[src/rtl/hport_pkg.sv]
package hport_pkg;
  localparam int HW = 16;

  // bit0 dir_out, bit1 bus8, bit2 big_end, bit3 irq_mode
  typedef struct packed {
    logic irq_mode;
    logic big_end;
    logic bus8;
    logic dir_out;
  } hcfg_t;
endpackage

[src/rtl/hport_sync.sv]
module hport_sync #(
  parameter int STAGES = 2
) (
  input  logic clk_i,
  input  logic rst_ni,
  input  logic act_i,
  output logic done_o
);
  logic [STAGES-1:0] chain_q;
  logic              last_q;

  always_ff @(posedge clk_i or negedge rst_ni) begin
    if (!rst_ni) begin
      chain_q <= '0;
      last_q  <= 1'b0;
    end else begin
      chain_q <= {chain_q[STAGES-2:0], act_i};
      last_q  <= chain_q[STAGES-1];
    end
  end

  // trailing edge of the synchronised strobe
  assign done_o = last_q & ~chain_q[STAGES-1];

  AST_DONE_SINGLE: assert property (@(posedge clk_i) disable iff (!rst_ni)
    done_o |=> !done_o);
endmodule

[src/rtl/hport_fifo.sv]
module hport_fifo #(
  parameter int DEPTH = 8,
  parameter int W     = 16,
  parameter int LVL_W = $clog2(DEPTH + 1)
) (
  input  logic             clk_i,
  input  logic             rst_ni,
  input  logic             flush_i,
  input  logic             push_i,
  input  logic [W-1:0]     wdata_i,
  input  logic             pop_i,
  output logic [W-1:0]     rdata_o,
  output logic [LVL_W-1:0] level_o,
  output logic             full_o,
  output logic             empty_o
);
  localparam int PTR_W = (DEPTH > 1) ? $clog2(DEPTH) : 1;
  localparam logic [PTR_W-1:0] LAST = PTR_W'(DEPTH - 1);

  logic [W-1:0]     mem_q [DEPTH];
  logic [PTR_W-1:0] wptr_q, rptr_q;
  logic [LVL_W-1:0] cnt_q;

  assign full_o  = (cnt_q == LVL_W'(DEPTH));
  assign empty_o = (cnt_q == '0);
  assign level_o = cnt_q;
  assign rdata_o = mem_q[rptr_q];

  always_ff @(posedge clk_i) begin
    if (push_i && !flush_i) mem_q[wptr_q] <= wdata_i;
  end

  always_ff @(posedge clk_i or negedge rst_ni) begin
    if (!rst_ni) begin
      wptr_q <= '0;
      rptr_q <= '0;
      cnt_q  <= '0;
    end else if (flush_i) begin
      wptr_q <= '0;
      rptr_q <= '0;
      cnt_q  <= '0;
    end else begin
      if (push_i) wptr_q <= (wptr_q == LAST) ? '0 : wptr_q + 1'b1;
      if (pop_i)  rptr_q <= (rptr_q == LAST) ? '0 : rptr_q + 1'b1;
      case ({push_i, pop_i})
        2'b10:   cnt_q <= cnt_q + 1'b1;
        2'b01:   cnt_q <= cnt_q - 1'b1;
        default: cnt_q <= cnt_q;
      endcase
    end
  end

  AST_NO_OVERFLOW: assert property (@(posedge clk_i) disable iff (!rst_ni)
    push_i |-> !full_o);
  AST_NO_UNDERFLOW: assert property (@(posedge clk_i) disable iff (!rst_ni)
    pop_i |-> !empty_o);
  AST_LEVEL_STEP: assert property (@(posedge clk_i) disable iff (!rst_ni)
    !$past(flush_i) |-> (level_o == $past(level_o) || level_o == $past(level_o) + 1'b1
                         || level_o == $past(level_o) - 1'b1));
endmodule

[src/rtl/hport_bytes.sv]
module hport_bytes #(
  parameter int W = 16
) (
  input  logic         clk_i,
  input  logic         rst_ni,
  input  logic         clr_i,
  input  logic         bus8_i,
  input  logic         big_i,
  input  logic         wr_i,
  input  logic [W-1:0] wdata_i,
  input  logic         rd_i,
  input  logic [W-1:0] head_i,
  output logic         push_o,
  output logic [W-1:0] pword_o,
  output logic         pop_o,
  output logic [W-1:0] rdata_o
);
  localparam int B = W / 2;

  logic         phase_q;
  logic [B-1:0] first_q;
  logic         sel_hi;

  always_ff @(posedge clk_i or negedge rst_ni) begin
    if (!rst_ni) begin
      phase_q <= 1'b0;
      first_q <= '0;
    end else if (clr_i) begin
      phase_q <= 1'b0;
    end else if (bus8_i && wr_i) begin
      if (!phase_q) first_q <= wdata_i[B-1:0];
      phase_q <= ~phase_q;
    end else if (bus8_i && rd_i) begin
      phase_q <= ~phase_q;
    end
  end

  assign push_o = wr_i & (~bus8_i | phase_q);
  assign pop_o  = rd_i & (~bus8_i | phase_q);

  always_comb begin
    if (!bus8_i)     pword_o = wdata_i;
    else if (big_i)  pword_o = {first_q, wdata_i[B-1:0]};
    else             pword_o = {wdata_i[B-1:0], first_q};
  end

  // byte lane served by this read: first lane is low for little-endian
  assign sel_hi  = big_i ^ phase_q;
  assign rdata_o = !bus8_i ? head_i
                 : {{B{1'b0}}, sel_hi ? head_i[W-1:B] : head_i[B-1:0]};
endmodule

[src/rtl/hport_slave.sv]
module hport_slave #(
  parameter int DEPTH       = 8,
  parameter int SYNC_STAGES = 2
) (
  input  logic        clk_i,
  input  logic        rst_ni,
  input  logic        port_en_i,
  input  logic        hcs_ni,
  input  logic        hwr_ni,
  input  logic        hrd_ni,
  input  logic        hsel_i,
  input  logic [15:0] hdata_i,
  output logic [15:0] hdata_o,
  output logic        hdata_oe_o,
  output logic        hack_o,
  output logic        hirq_o,
  output logic        m_valid_o,
  output logic [15:0] m_data_o,
  input  logic        m_ready_i,
  input  logic        s_valid_i,
  input  logic [15:0] s_data_i,
  output logic        s_ready_o
);
  import hport_pkg::*;

  localparam int LVL_W = $clog2(DEPTH + 1);

  hcfg_t          cfg_q;
  logic           err_q;
  logic           wr_done, rd_done;
  logic           cfg_wr, dat_wr, dat_rd, rd_ok;
  logic           b_push, b_pop;
  logic [HW-1:0]  b_pword, b_rdata, head;
  logic           f_push, f_pop, full, empty;
  logic [HW-1:0]  f_wdata;
  logic [LVL_W-1:0] level;
  logic [HW-1:0]  status;
  logic           overflow, underflow;

  hport_sync #(.STAGES(SYNC_STAGES)) u_sync_wr (
    .clk_i, .rst_ni, .act_i(~hcs_ni & ~hwr_ni), .done_o(wr_done));
  hport_sync #(.STAGES(SYNC_STAGES)) u_sync_rd (
    .clk_i, .rst_ni, .act_i(~hcs_ni & ~hrd_ni), .done_o(rd_done));

  assign cfg_wr = wr_done & hsel_i;
  assign dat_wr = wr_done & ~hsel_i & port_en_i & ~cfg_q.dir_out;
  assign dat_rd = rd_done & ~hsel_i & port_en_i &  cfg_q.dir_out;
  assign rd_ok  = dat_rd & ~empty;

  assign overflow  = b_push & full;
  assign underflow = dat_rd & empty;

  always_ff @(posedge clk_i or negedge rst_ni) begin
    if (!rst_ni) begin
      cfg_q <= '0;
      err_q <= 1'b0;
    end else if (cfg_wr) begin
      cfg_q <= hcfg_t'(hdata_i[3:0]);
      err_q <= 1'b0;
    end else if (overflow || underflow) begin
      err_q <= 1'b1;
    end
  end

  hport_bytes #(.W(HW)) u_bytes (
    .clk_i, .rst_ni,
    .clr_i   (cfg_wr),
    .bus8_i  (cfg_q.bus8),
    .big_i   (cfg_q.big_end),
    .wr_i    (dat_wr),
    .wdata_i (hdata_i),
    .rd_i    (rd_ok),
    .head_i  (head),
    .push_o  (b_push),
    .pword_o (b_pword),
    .pop_o   (b_pop),
    .rdata_o (b_rdata));

  assign s_ready_o = port_en_i &  cfg_q.dir_out & ~full;
  assign m_valid_o = port_en_i & ~cfg_q.dir_out & ~empty;
  assign m_data_o  = head;

  assign f_push  = cfg_q.dir_out ? (s_valid_i & s_ready_o) : (b_push & ~full);
  assign f_wdata = cfg_q.dir_out ? s_data_i : b_pword;
  assign f_pop   = cfg_q.dir_out ? b_pop : (m_valid_o & m_ready_i);

  hport_fifo #(.DEPTH(DEPTH), .W(HW), .LVL_W(LVL_W)) u_fifo (
    .clk_i, .rst_ni,
    .flush_i (cfg_wr),
    .push_i  (f_push),
    .wdata_i (f_wdata),
    .pop_i   (f_pop),
    .rdata_o (head),
    .level_o (level),
    .full_o  (full),
    .empty_o (empty));

  assign status = {5'b0, err_q, port_en_i, cfg_q.dir_out, 8'(level)};

  assign hdata_o    = hsel_i ? status : b_rdata;
  assign hdata_oe_o = ~hcs_ni & ~hrd_ni;

  // stall only a data access the FIFO cannot serve, and only in handshake mode
  assign hack_o = ~(~cfg_q.irq_mode & ~hsel_i & port_en_i &
                    ((~hwr_ni & ~cfg_q.dir_out & full) |
                     (~hrd_ni &  cfg_q.dir_out & empty)));

  assign hirq_o = port_en_i & cfg_q.irq_mode & (cfg_q.dir_out ? full : empty);

  AST_HALF_DUPLEX: assert property (@(posedge clk_i) disable iff (!rst_ni)
    !(m_valid_o && s_ready_o));
  AST_DISABLED_QUIET: assert property (@(posedge clk_i) disable iff (!rst_ni)
    !port_en_i |-> (!m_valid_o && !s_ready_o && !hirq_o));
  AST_ERR_STICKY: assert property (@(posedge clk_i) disable iff (!rst_ni)
    ($past(err_q) && !$past(cfg_wr)) |-> err_q);
  AST_FLUSH_EMPTY: assert property (@(posedge clk_i) disable iff (!rst_ni)
    cfg_wr |=> (level == '0));
  AST_IRQ_BURST: assert property (@(posedge clk_i) disable iff (!rst_ni)
    hirq_o |-> (cfg_q.dir_out ? (level == LVL_W'(DEPTH)) : (level == '0)));
endmodule

[config.mk]
export PLATFORM = sky130hd
export DESIGN_NAME = hport_slave
export DESIGN_NICKNAME = d
export VERILOG_FILES = /design/src/rtl/hport_pkg.sv /design/src/rtl/hport_sync.sv /design/src/rtl/hport_fifo.sv /design/src/rtl/hport_bytes.sv /design/src/rtl/hport_slave.sv
export SDC_FILE = /design/constraint.sdc
export NUM_CORES = 1
export LEC_CHECK = 0
export BUFFER_PORTS_ARGS = -buffer_cell sky130_fd_sc_hd__buf_2
export CAP_MARGIN = 5
export CORE_ASPECT_RATIO = 1.5
export CORE_MARGIN = 3
export CORE_UTILIZATION = 45
export CTS_CLUSTER_SIZE = 14
export DETAILED_ROUTE_END_ITERATION = 7
export PLACE_DENSITY = 0.63
export SLEW_MARGIN = 20
export SYNTH_ARGS = -nofsm -noshare
export SYNTH_HDL_FRONTEND = slang
export SYNTH_SLANG_ARGS = --single-unit
[constraint.sdc]
create_clock -name clk_i -period 4.14 [get_ports clk_i]
set_input_delay 0.621 -clock clk_i [delete_from_list [all_inputs] [get_ports clk_i]]
set_output_delay 0.621 -clock clk_i [all_outputs]
set_load 0.005 [all_outputs]
==> Word-level counts from Yosys, hierarchy flattened <==
Memory sizes are Yosys's and may differ from the RTL's.
Index checks and enable logic that the tools add are counted.
{ "totals": {"rom_bits": 0, "inputBits": 41, "mem_bits_rw": 128, "latch_bits": 0, "memories": 1, "register_bits": 30} }
{ "classes": {"shift": 0, "n_addsub": 4, "n_eq_ne": 5, "n_reduce_logical": 12, "n_bitwise": 49, "n_mux": 24, "div_mod_pow": 0, "n_lt_le_gt_ge": 0, "n_mul": 0} }
{ "memory_table": {"columns": ["name", "words", "word_bits", "read_ports", "rd_clocked_by_memory_dff", "write_ports", "line_no", "text"], "rows": [
  ["u_fifo.mem_q", 8, 16, 1, 0, 1, "hport_fifo.sv:20", "logic [W-1:0] mem_q [DEPTH];"]
]} }
{ "ops": {"columns": ["cell", "count"], "rows": [
  ["16-bit 2-to-1 mux", 5],
  ["1-bit AND", 32],
  ["3-bit 2-to-1 mux", 6],
  ["1-bit NOT", 14],
  ["1-bit 2-to-1 mux", 10],
  ["8-bit 2-to-1 mux", 1],
  ["4-bit one-hot mux with 2 select lines", 1],
  ["3-bit by 1-bit adder with 3-bit output (second input constant)", 2],
  ["3-bit == test (second input constant)", 2],
  ["2-bit nonzero test", 3],
  ["3-bit nonzero test", 2],
  ["4-bit by 1-bit adder with 4-bit output (second input constant)", 1],
  ["4-bit == test (second input constant)", 1],
  ["4-bit logical NOT", 1],
  ["4-bit 2-to-1 mux", 1],
  ["4-bit by 1-bit subtractor with 4-bit output (second input constant)", 1],
  ["1-bit logical AND", 3],
  ["3-bit AND reduction", 1],
  ["2-bit by 1-bit == test with 1-bit output (second input constant)", 1],
  ["2-bit == test (second input constant)", 1],
  ["1-bit bitwise OR", 2],
  ["1-bit logical NOT", 1],
  ["1-bit logical OR", 1],
  ["1-bit XOR", 1]
]} }

==> Depth between registers and ports, before layout <==
Gate-level depths: netlist of the first run.
{ "logic_depth": {"ltp_word": 11, "depth_mapped": 11, "mapped_depth_nobuf": 10} }

==> Hierarchy <==
A second synthesis of the first run with hierarchy kept.
{ "unflattened": {"hier_cells": 420, "hier_area_um2": 7400.8} }
{ "by_module_without_submodules": {"columns": ["module", "cells_per_inst", "seq_area_each_um2", "n_inst", "area_each_um2"], "rows": [
  ["hport_fifo", 262, 4093.9, 1, 5615.4],
  ["hport_bytes", 80, 225.2, 1, 814.5],
  ["hport_slave", 70, 125.1, 1, 793.3],
  ["hport_sync", 4, 75.1, 2, 88.8]
]} }

==> Least setup slack after synthesis of the first run <==
OpenSTA, ideal clock, no wires.
{ "synth_path": {"kind": "input port to flip-flop", "from": "in port_en_i", "to": "mem u_fifo.mem_q[0][0] (enable)", "required_time_ns": 3.731, "cell_stages": 6, "setup_ns": 0.409, "n_path_buf": 1, "slack_ns": 0.667, "arrival_time_ns": 3.064, "cell_sequence": "nand2b_1 -> or4b_1 -> a22o_1 -> buf_6 -> or3_1 -> nor3_1"} }
{ "synth_via": {"elab_chain_len": 8, "word_cells_on_any_way": 11} }
{ "synth_rtl": {"columns": ["item", "line_no", "text"], "rows": [
  ["start, declared", "hport_slave.sv:7", "input logic port_en_i,"],
  ["1-bit AND (2 in series)", "hport_slave.sv:46", "assign dat_wr = wr_done & ~hsel_i & port_en_i & ~cfg_q.dir_out;"],
  ["1-bit AND", "hport_bytes.sv:38", "assign push_o = wr_i & (~bus8_i | phase_q);"],
  ["1-bit AND", "hport_slave.sv:83", "assign f_push = cfg_q.dir_out ? (s_valid_i & s_ready_o) : (b_push & ~full);"],
  ["1-bit 2-to-1 mux (*)", "hport_slave.sv:83", null],
  ["1-bit logical AND (*)", "hport_fifo.sv:30", "if (push_i && !flush_i) mem_q[wptr_q] <= wdata_i;"],
  ["1-bit 2-to-1 mux (*)", "hport_fifo.sv:30", null],
  ["1-bit 2-to-1 mux (not written as such) (*)", "hport_fifo.sv:30", null],
  ["end, declared", "hport_fifo.sv:20", null]
]} }
Every way passes the cells marked *; elsewhere a longest branch is shown, timed or not.

==> Worst setup path after layout of the first run <==
{ "layout_path": {"from": "reg u_fifo.rptr_q[0]", "to": "out hdata_o[0]"} }
{ "layout_via": {"elab_chain_len": 4} }
{ "layout_rtl": {"columns": ["item", "line_no", "text"], "rows": [
  ["start, declared", "hport_fifo.sv:21", "logic [PTR_W-1:0] wptr_q, rptr_q;"],
  ["start signal, assigned", "hport_fifo.sv:44", "if (pop_i) rptr_q <= (rptr_q == LAST) ? '0 : rptr_q + 1'b1;"],
  ["memory 8 x 16 bit (*)", null, null],
  ["8-bit 2-to-1 mux", "hport_bytes.sv:50", ": {{B{1'b0}}, sel_hi ? head_i[W-1:B] : head_i[B-1:0]};"],
  ["16-bit 2-to-1 mux (*)", "hport_bytes.sv:49", "assign rdata_o = !bus8_i ? head_i"],
  ["16-bit 2-to-1 mux (*)", "hport_slave.sv:100", "assign hdata_o = hsel_i ? status : b_rdata;"],
  ["end, declared", "hport_slave.sv:13", "output logic [15:0] hdata_o,"]
]} }
Marked as above.

==> impl_metrics.toml, run 1 <==
[synth]
synth.area.top_cells = "edfxtp_1 56%, dfrtp_1 11%, mux4_2 10%"
ys_seq_area_share_pct = 66.55
netlist_area_um2 = 6904
async_reset_ff_share_pct = 18.99
synth_top_area_cell = "edfxtp_1"
ys_top_cells_by_count = "128 x edfxtp_1, 48 x nand2_1, 32 x mux4_2"
synth.most_common_cell = "edfxtp_1"
synth_edf_count = 128
synth_top_area_share_pct = 55.67
postSynthCellCount = 441
synthFlopType = "edfxtp_1"
ys_ff_latch = 158
ys_types = 34
synth_warnings = 0
avgSynthCellArea_um2 = 15.66
syn_nets = 488

[setup_path]
cp.required_ps = 3520
endpoint_kind = "output port"
reg2reg_to = "u_fifo.mem_q[0][1]"
ff2ff_path_depth = 6
path_class = "flip-flop to output port"
crit_fanout = 22
critPathArrivalTime_ps = 2700
cp-start-kind = "flip-flop"
r2r_slack_ps = 1140
r2r-start = "u_sync_wr.chain_q[1]"

[cts]
cts-root-buf = "clkbuf_16"
insertion_delay_ps = 410
cts_resized = 0
post-cts-setup-buffers = 0
clockBufferDepth = 2
htree_levels = 4
cts_tree = "done"
path_clk_slew_ps = 60
numCtsBuffers = 17
cts.sinks = 158
cts_hold_buf = 0

[global_routing]
grt_pass1_vias = 4310
antenna_found_initial = 0
grt.overflow.total = 0
grt.total_usage_pct = 19.98
grt_max_degree = 43
grt_pass1_wl_um = 24680

[routing]
vias = 4120
drc_errors = 0
viasPerCell = 5.583
wirelength_um = 16030
drtPass1Iterations = 5
wl_per_cell_um = 21.72
drtIter0Drc = 249
ant_nets = 0

[sta]
drv_slew = 0
hold_violations = 0
max_slew_margin_pct = 26.85
period_needed_ps = 3325
fin_skew_ps = 9.113
tns_ps = 0
rsz0062_at_grt = "false"
worst_pin_slew_ps = 1086
setup_viol = 0
fin_crit_sh_pct = 80.32
fmax_mhz = 300.7

[finish]
area_growth_pct = 19.57
final_cell_area_um2 = 8255
layout-drive-gt1-share_pct = 34.32
diodes = 0
nNetsFinal = 576
n_fill_cell = 1184

[power]
comb_power_share_pct = 25.9
power_density_nw_per_um2 = 635.6
power_mw = 5.247
p_leak_nw = 3.115
p_sw_mw = 1.481
switching_share_pct = 28.23
p_int_mw = 3.766
seq_power_share_pct = 40.3
ir_drop_mv = 0.2928
clock_power_share_pct = 33.8

[die]
rows = 54
num_io_pins = 78
die_width_um = 107.1
die_area_um2 = 16900
core_um2 = 14800
initial_core_util_pct = 46.66
die_h_um = 157.7

[place]
place_area_um2 = 7581
gp_congestion = 0.8165
dp.final_hpwl_um = 11190
numPortBuffers = 77

[job]
maxCapViolCount = 0

[run_status]
run_status = "finished clean"

[worst_hold_path]
worstHoldPathType = "input pin to asynchronous set/reset pin"
==> power by group through the flow <==
stage	logic, mW	registers [mW]	clock network (mW)
2_1_floorplan	0.991	2.01	0
3_3_place_gp	1.36	2.14	0
3_5_place_dp	1.38	2.15	0
4_1_cts	1.39	2.12	1.79
5_1_grt	1.50	2.13	1.86
6_report	1.36	2.11	1.77
==> state kept, by name (all words and copies together), names as in the netlist <==
register	flops
cfg_q	4
err_q	1
u_bytes.first_q	8
u_bytes.phase_q	1
u_fifo.level_o	4
u_fifo.mem_q	128
u_fifo.rptr_q	3
u_fifo.wptr_q	3
u_sync_rd.chain_q	2
u_sync_rd.last_q	1
u_sync_wr.chain_q	2
u_sync_wr.last_q	1
==> per-layer routing <==
layer,vias to the layer above,global-route usage (%),share of wire [%]
li1,1861,-,-
met5,-,0,0
met4,0,6.216,1.7
met1,2106,24.33,40
met2,136,35.63,54
met3,17,4.162,4.5
==> critical path: stages, from the launching register on <==
cell     delay (ps)
dfrtp_2         660
buf_12          270
mux4_2          540
mux2_2          320
mux2i_1         160
o21ai_0         130
buf_2           160
==> per-stage QoR <==
step	std cells	hold WS, ps	worst slack, ps	utilization (%)
final	738	253.7	814.6	55.79
after global routing	738	295.6	608.4	55.79
after CTS	738	271.3	774.4	55.79
after detailed placement	706	339.6	730.1	51.23
after global placement	706	332.6	806.7	51.23
after floorplan	441	325.4	666.6	-
==> cell families (layout without fill, tap and decap cells) <==
family / count (synthesis) / after routing / synth area share [%]
DFF: 158 / 158 / 66.55
muxes: 87 / 87 / 18.85
buffers and inverters: 28 / 129 / 1.685
and+or+nand+nor: 110 / 110 / 7.249
xor gates and xnor gates: 6 / 6 / 0.7611
AOI/OAI and AO/OA: 46 / 46 / 3.824
adders and majority gates: 6 / 6 / 1.087
==> how the worst max path moves through the flow <==
stage,from,slack (ps),endpoint
floorplan,port_en_i,670,u_fifo.mem_q[0][0]
CTS,u_fifo.rptr_q[0],770,hdata_o[1]
global placement,hsel_i,810,u_fifo.mem_q[0][10]
finish,u_fifo.rptr_q[0],810,hdata_o[0]
detailed placement,hsel_i,730,u_fifo.mem_q[0][1]
global route,u_fifo.rptr_q[0],610,hdata_o[1]
==> layout by cell type, fill, tap and decap left out, drive strengths merged, types with 2 or more instances in the layout <==
| master | synthesis | layout |
|---|---|---|
| a21oi | 5 | 5 |
| a22o | 5 | 5 |
| a31oi | 3 | 3 |
| and2 | 5 | 5 |
| buf | 8 | 94 |
| bufinv | 0 | 6 |
| clkbuf | 17 | 22 |
| clkinv | 0 | 3 |
| dfrtp | 30 | 30 |
| edfxtp | 128 | 128 |
| ha | 6 | 6 |
| inv | 3 | 3 |
| mux2 | 24 | 24 |
| mux2i | 31 | 31 |
| mux4 | 32 | 32 |
| nand2 | 49 | 49 |
| nand2b | 6 | 6 |
| nand3 | 2 | 2 |
| nor2 | 30 | 30 |
| nor2b | 2 | 2 |
| nor3 | 5 | 5 |
| nor3b | 4 | 4 |
| o21ai | 31 | 31 |
| or3 | 2 | 2 |
| or4 | 2 | 2 |
| xnor2 | 4 | 4 |
| xor2 | 2 | 2 |
==> cell type report <==
type	instances	area [um2]	area share [%]
clock inverter	10	210.2	2.546
timing repair buffer	94	525.5	6.366
inverter	3	11.26	0.1364
clock buffer	22	464.2	5.623
multi-input combinational	255	2203	26.69
tap	196	245.2	2.971
sequential	158	4596	55.67
Power figures use the tool's default switching activity.
==> inputs of run 2 (changes only) <==
--- a/config.mk
+++ b/config.mk
@@ -12,7 +12,7 @@
 export CORE_UTILIZATION = 45
 export CTS_CLUSTER_SIZE = 14
 export DETAILED_ROUTE_END_ITERATION = 7
-export PLACE_DENSITY = 0.63
+export PLACE_DENSITY = 0.65
 export SLEW_MARGIN = 20
 export SYNTH_ARGS = -nofsm -noshare
 export SYNTH_HDL_FRONTEND = slang
==> constraint.sdc (replaced) <==
create_clock -name clk_i -period 2.9 [get_ports clk_i]
set_input_delay 0.435 -clock clk_i [delete_from_list [all_inputs] [get_ports clk_i]]
set_output_delay 0.435 -clock clk_i [all_outputs]
set_load 0.005 [all_outputs]
==> run 2 against run 1 <==
Clock power is 19% higher. Die area unchanged. First-iteration DRC count is 19% higher. Routed wire length fell by 2.1%. Non-clock buffer count is 23 higher. Clock skew is 1.6 ps higher. Register-to-register slack got worse by 1000 ps. Critical path type is now flip-flop to flip-flop. Critical endpoint is now u_fifo.level_o[2]. Largest cell class unchanged.
==> impl_metrics.toml, run 2 (synthesis results as in run 1) <==
[sta]
setup_viol = 0
fmax_mhz = 362.7
max_slew_margin_pct = 30.13
whs_ps = 72.44
rsz0062_at_grt = "false"
period_needed_ps = 2757
worst_pin_slew_ps = 1046
drv_slew = 0
fin_crit_sh_pct = 95.06
tns_ps = 0
fin_skew_ps = 10.73
hold_violations = 0

[global_routing]
grt.overflow.total = 0
grt_pass1_wl_um = 24880
grt_pass1_vias = 4435
antenna_found_initial = 0
grt.total_usage_pct = 19.93
grt_max_degree = 43

[die]
die_width_um = 107.1
initial_core_util_pct = 46.66
rows = 54
core_um2 = 14800
die_h_um = 157.7
num_io_pins = 78
die_area_um2 = 16900

[setup_path]
cp-start-kind = "flip-flop"
cp.required_ps = 3180
path_cells = "nand2b_1 > or4b_1 > a22o_4 > nand2_2 > inv_1 > ha_1 > or4_1 > o41ai_1 > a211oi_2"
critPathArrivalTime_ps = 3030
crit_fanout = 9
crit_family = "simple AND/OR/NAND/NOR gates"
r2r-start = "u_sync_wr.chain_q[1]"
path_buf_inv = 1
reg2reg_to = "u_fifo.level_o[2]"
max_stage_delay_ps = 560
slowest_stage = "or4b_1"
cp_num_cells = 9
ff2ff_path_depth = 9
path_class = "flip-flop to flip-flop"
endpoint_kind = "flip-flop"
r2r_slack_ps = 140

[routing]
drtIter0Drc = 296
viasPerCell = 5.448
ant_nets = 0
drc_errors = 0
vias = 4146
wl_per_cell_um = 20.62
wirelength_um = 15690
drtPass1Iterations = 4

[worst_hold_path]
worstHoldPathType = "input pin to asynchronous set/reset pin"

[place]
placed_cells = 728
numPortBuffers = 77
dp.final_hpwl_um = 11180
gp_congestion = 0.7903

[finish]
largest_reg_flops = 128
nNetsFinal = 599
reg_top3 = "u_fifo.mem_q x128, u_bytes.first_q x8"
fin_cells = 761
diodes = 0
top_register = "u_fifo.mem_q"
final_common_cell = "edfxtp_1"
layout-drive-gt1-share_pct = 37.52
area_growth_pct = 20.70
finish.utilization_pct = 56.32
final_cell_mix = "128 x edfxtp_1, 77 x buf_2, 48 x nand2_1"

[cts]
cts-root-buf = "clkbuf_16"
numCtsBuffers = 17
clockBufferDepth = 2
path_clk_slew_ps = 70
cts_hold_buf = 0
cts_tree = "done"
htree_levels = 4
insertion_delay_ps = 410
cts.sinks = 158

[run_status]
run_status = "finished clean"

[power]
ir_drop_mv = 0.4467
p_leak_nw = 3.170
power_density_nw_per_um2 = 862.1
power_mw = 7.184

[job]
maxCapViolCount = 0
[run 2: stage by stage]
| stage | setup WS, ps | cell area (um2) |
|---|---|---|
| final | 143.2 | 8333 |
| after global routing | 1.714 | 8333 |
| after CTS | 94.81 | 8324 |
| after detailed placement | 31.25 | 7736 |
| after global placement | 114.9 | 7736 |
| after floorplan | -41.06 | 6917 |
[run 2: final cells by class]
| type | instances | area, um2 |
|---|---|---|
| fill | 1180 | 6464 |
| sequential | 158 | 4598 |
| multi-input combinational | 255 | 2215 |
| timing repair buffer | 117 | 701.9 |
| clock buffer | 18 | 429.2 |
| tap | 196 | 245.2 |
| clock inverter | 14 | 132.6 |
| inverter | 3 | 11.26 |
[run 2: how the worst max path moves through the flow]
| stage | slack (ps) | endpoint | start |
|---|---|---|---|
| finish | 140 | u_fifo.level_o[2] | u_sync_wr.chain_q[1] |
| global route | 2 | u_fifo.level_o[2] | u_sync_wr.chain_q[1] |
| CTS | 90 | u_fifo.level_o[2] | u_sync_wr.chain_q[1] |
| detailed placement | 30 | u_fifo.level_o[2] | port_en_i |
| global placement | 110 | u_fifo.level_o[2] | port_en_i |
| floorplan | -40 | u_fifo.mem_q[2][0] | cfg_q[0] |
[run 2: worst register-to-register path, stage by stage (launching register included)]
cell and delay (ps):
dfrtp_1 370, nand2b_1 180, or4b_1 560, a22o_4 290, nand2_2 100, inv_1 80
ha_1 340, or4_1 520, o41ai_1 90, a211oi_2 90
[run 2: power breakdown]
group | internal [mW] | switching [mW]
logic | 1.05 | 1.10
clock network | 1.20 | 0.918
registers | 2.74 | 0.167
total | 4.99 | 2.19
[run 2: repair_timing]
action                     in CTS  in global routing
setup endpoints to repair      16                  1
resized for setup               2                  2
setup buffers                   1                  0
[run 2: routing by layer]
| metal | track usage, % | part of all wire, % | routed length [um] |
|---|---|---|---|
| met1 | 25.52 | 41 | 6477 |
| met2 | 34.08 | 53 | 8242 |
| met3 | 4.243 | 4.3 | 669 |
| met4 | 6.338 | 1.9 | 301 |
| met5 | 0 | 0 | 0 |
==> inputs of run 3 (changes only) <==
--- a/config.mk
+++ b/config.mk
@@ -6,13 +6,14 @@
 export NUM_CORES = 1
 export LEC_CHECK = 0
 export BUFFER_PORTS_ARGS = -buffer_cell sky130_fd_sc_hd__buf_2
-export CAP_MARGIN = 5
+export CAP_MARGIN = 20
 export CORE_ASPECT_RATIO = 1.5
 export CORE_MARGIN = 3
 export CORE_UTILIZATION = 45
 export CTS_CLUSTER_SIZE = 14
 export DETAILED_ROUTE_END_ITERATION = 7
 export PLACE_DENSITY = 0.65
+export RECOVER_POWER = 100
 export SLEW_MARGIN = 20
 export SYNTH_ARGS = -nofsm -noshare
 export SYNTH_HDL_FRONTEND = slang
==> run 3 against run 2 <==
The run now ends with capacitance limit, slew limit left. Sequential power about the same. Cell area fell by 0.39%. Cell count unchanged. Setup slack lost 0.70 ps. Non-clock buffer count is the same. Global-route usage unchanged. Die area is the same. Sequential share of layout area increased by 0.22 points. Critical path type unchanged.
==> impl_metrics.toml, run 3 (synthesis results as in run 1) <==
[worst_hold_path]
worstHoldPathType = "input pin to flip-flop"
hold_path_end = "u_sync_wr.chain_q[0]"
hold_path_depth = 2
worstHoldStart = "hwr_ni"

[run_status]
violations = "capacitance limit, slew limit"
run_status = "finished, violations left"

[sta]
rsz0062_at_grt = "false"
hold_violations = 0
period_needed_ps = 2758
fin_crit_sh_pct = 95.09
max_slew_margin_pct = -14.84
worst_pin_slew_ps = 1723
drv_slew = 31
setup_viol = 0
fmax_mhz = 362.6
fin_skew_ps = 10.57

[setup_path]
cp_num_cells = 9
r2r_slack_ps = 140
endpoint_kind = "flip-flop"
path_buf_inv = 1
critPathArrivalTime_ps = 3030
crit_family = "simple AND/OR/NAND/NOR gates"
cp-start-kind = "flip-flop"
cp.required_ps = 3180
crit_fanout = 9
reg2reg_to = "u_fifo.level_o[2]"
ff2ff_path_depth = 9
path_cells = "nand2b_1 > or4b_1 > a22o_4 > nand2_2 > inv_1 > ha_1 > or4_1 > o41ai_1 > a211oi_2"
max_stage_delay_ps = 560
path_class = "flip-flop to flip-flop"
slowest_stage = "or4b_1"
r2r-start = "u_sync_wr.chain_q[1]"

[cts]
cts_hold_buf = 0
insertion_delay_ps = 410
path_clk_slew_ps = 60
htree_levels = 4
cts_tree = "done"
cts.sinks = 158
clockBufferDepth = 2
cts-root-buf = "clkbuf_16"
numCtsBuffers = 17

[routing]
ant_nets = 0
drtIter0Drc = 266
drtPass1Iterations = 4
drc_errors = 0
wirelength_um = 15640
vias = 4123
wl_per_cell_um = 20.55
viasPerCell = 5.418

[finish]
seqCellArea_um2 = 4598
reg_top3 = "u_fifo.mem_q x128, u_bytes.first_q x8"
final_common_cell = "edfxtp_1"
final_cell_mix = "128 x edfxtp_1, 74 x buf_2, 48 x nand2_1"
diodes = 0
largest_reg_flops = 128
multiInputGateArea_um2 = 2215
area_growth_pct = 20.22
final_cell_area_um2 = 8300
n_fill_cell = 1183
nNetsFinal = 599
layout-drive-gt1-share_pct = 35.58
top_register = "u_fifo.mem_q"

[global_routing]
antenna_found_initial = 0
grt_pass1_wl_um = 24880
grt.overflow.total = 0
grt.total_usage_pct = 19.93
grt_pass1_vias = 4435
grt_max_degree = 43

[die]
rows = 54
initial_core_util_pct = 46.66
die_width_um = 107.1
die_area_um2 = 16900
core_um2 = 14800
num_io_pins = 78
die_h_um = 157.7

[power]
power_density_nw_per_um2 = 862.8
p_leak_nw = 3.133
ir_drop_mv = 0.4470
power_mw = 7.162

[place]
place_area_um2 = 7736
gp_congestion = 0.7903
dp.final_hpwl_um = 11180
numPortBuffers = 77

[job]
maxCapViolCount = 1
## run 3: cell count changes in the layout (fill, tap and decap cells not counted)
cell      previous run  this run
buf_2               77        74
buf_4               38        30
or2_2                1         0
clkbuf_2             0         1
clkbuf_1             1        11
or2_0                0         1
## run 3: worst max path at each step
stage / start / to
floorplan: cfg_q[0] / u_fifo.mem_q[2][0]
global placement: port_en_i / u_fifo.level_o[2]
detailed placement: port_en_i / u_fifo.level_o[2]
CTS: u_sync_wr.chain_q[1] / u_fifo.level_o[2]
global route: u_sync_wr.chain_q[1] / u_fifo.level_o[2]
finish: u_sync_wr.chain_q[1] / u_fifo.level_o[2]
## run 3: worst register-to-register path, stage by stage, from the launching register on
cell and delay [ps]:
dfrtp_1 370, nand2b_1 180, or4b_1 560, a22o_4 290
nand2_2 100, inv_1 80, ha_1 340, or4_1 520
o41ai_1 90, a211oi_2 90
## run 3: what timing repair did
| item | in CTS | in global routing |
|---|---|---|
| setup buffers | 1 | 0 |
| endpoints found under the setup margin | 16 | 1 |
| resized for setup | 2 | 2 |
## run 3: cell type report
class,count,share of cell area (%)
clock buffer,18,5.170
clock inverter,14,1.598
timing repair buffer,117,8.065
inverter,3,0.1357
multi-input combinational,255,26.68
tap,196,2.954
sequential,158,55.40
## run 3: where the power goes
group / switching, mW / internal, mW / leakage (nW) / total, mW
Combinational: 1.10 / 1.03 / 1.33 / 2.14
Sequential: 0.167 / 2.74 / 1.54 / 2.91
Clock: 0.918 / 1.20 / 0.264 / 2.11
Total: 2.19 / 4.97 / 3.13 / 7.16
## run 3: routing by layer
metal	wire [um]	global-route usage [%]	vias up
li1	-	-	1908
met1	6393	25.52	2076
met2	8258	34.08	126
met3	745	4.243	13
met4	243	6.338	0
met5	0	0	-
## run 3: through the flow
step           TNS (ps)  util, %  instances  setup slack [ps]  hold WS, ps
2_1_floorplan     -1314        -        441            -41.06        139.4
3_3_place_gp          0    52.28        728             114.9        340.1
3_5_place_dp          0    52.28        728             31.25        334.7
4_1_cts               0    56.26        761             94.81        82.84
5_1_grt               0    56.10        761             1.232        170.6
6_report              0    56.10        761             142.5        182.1
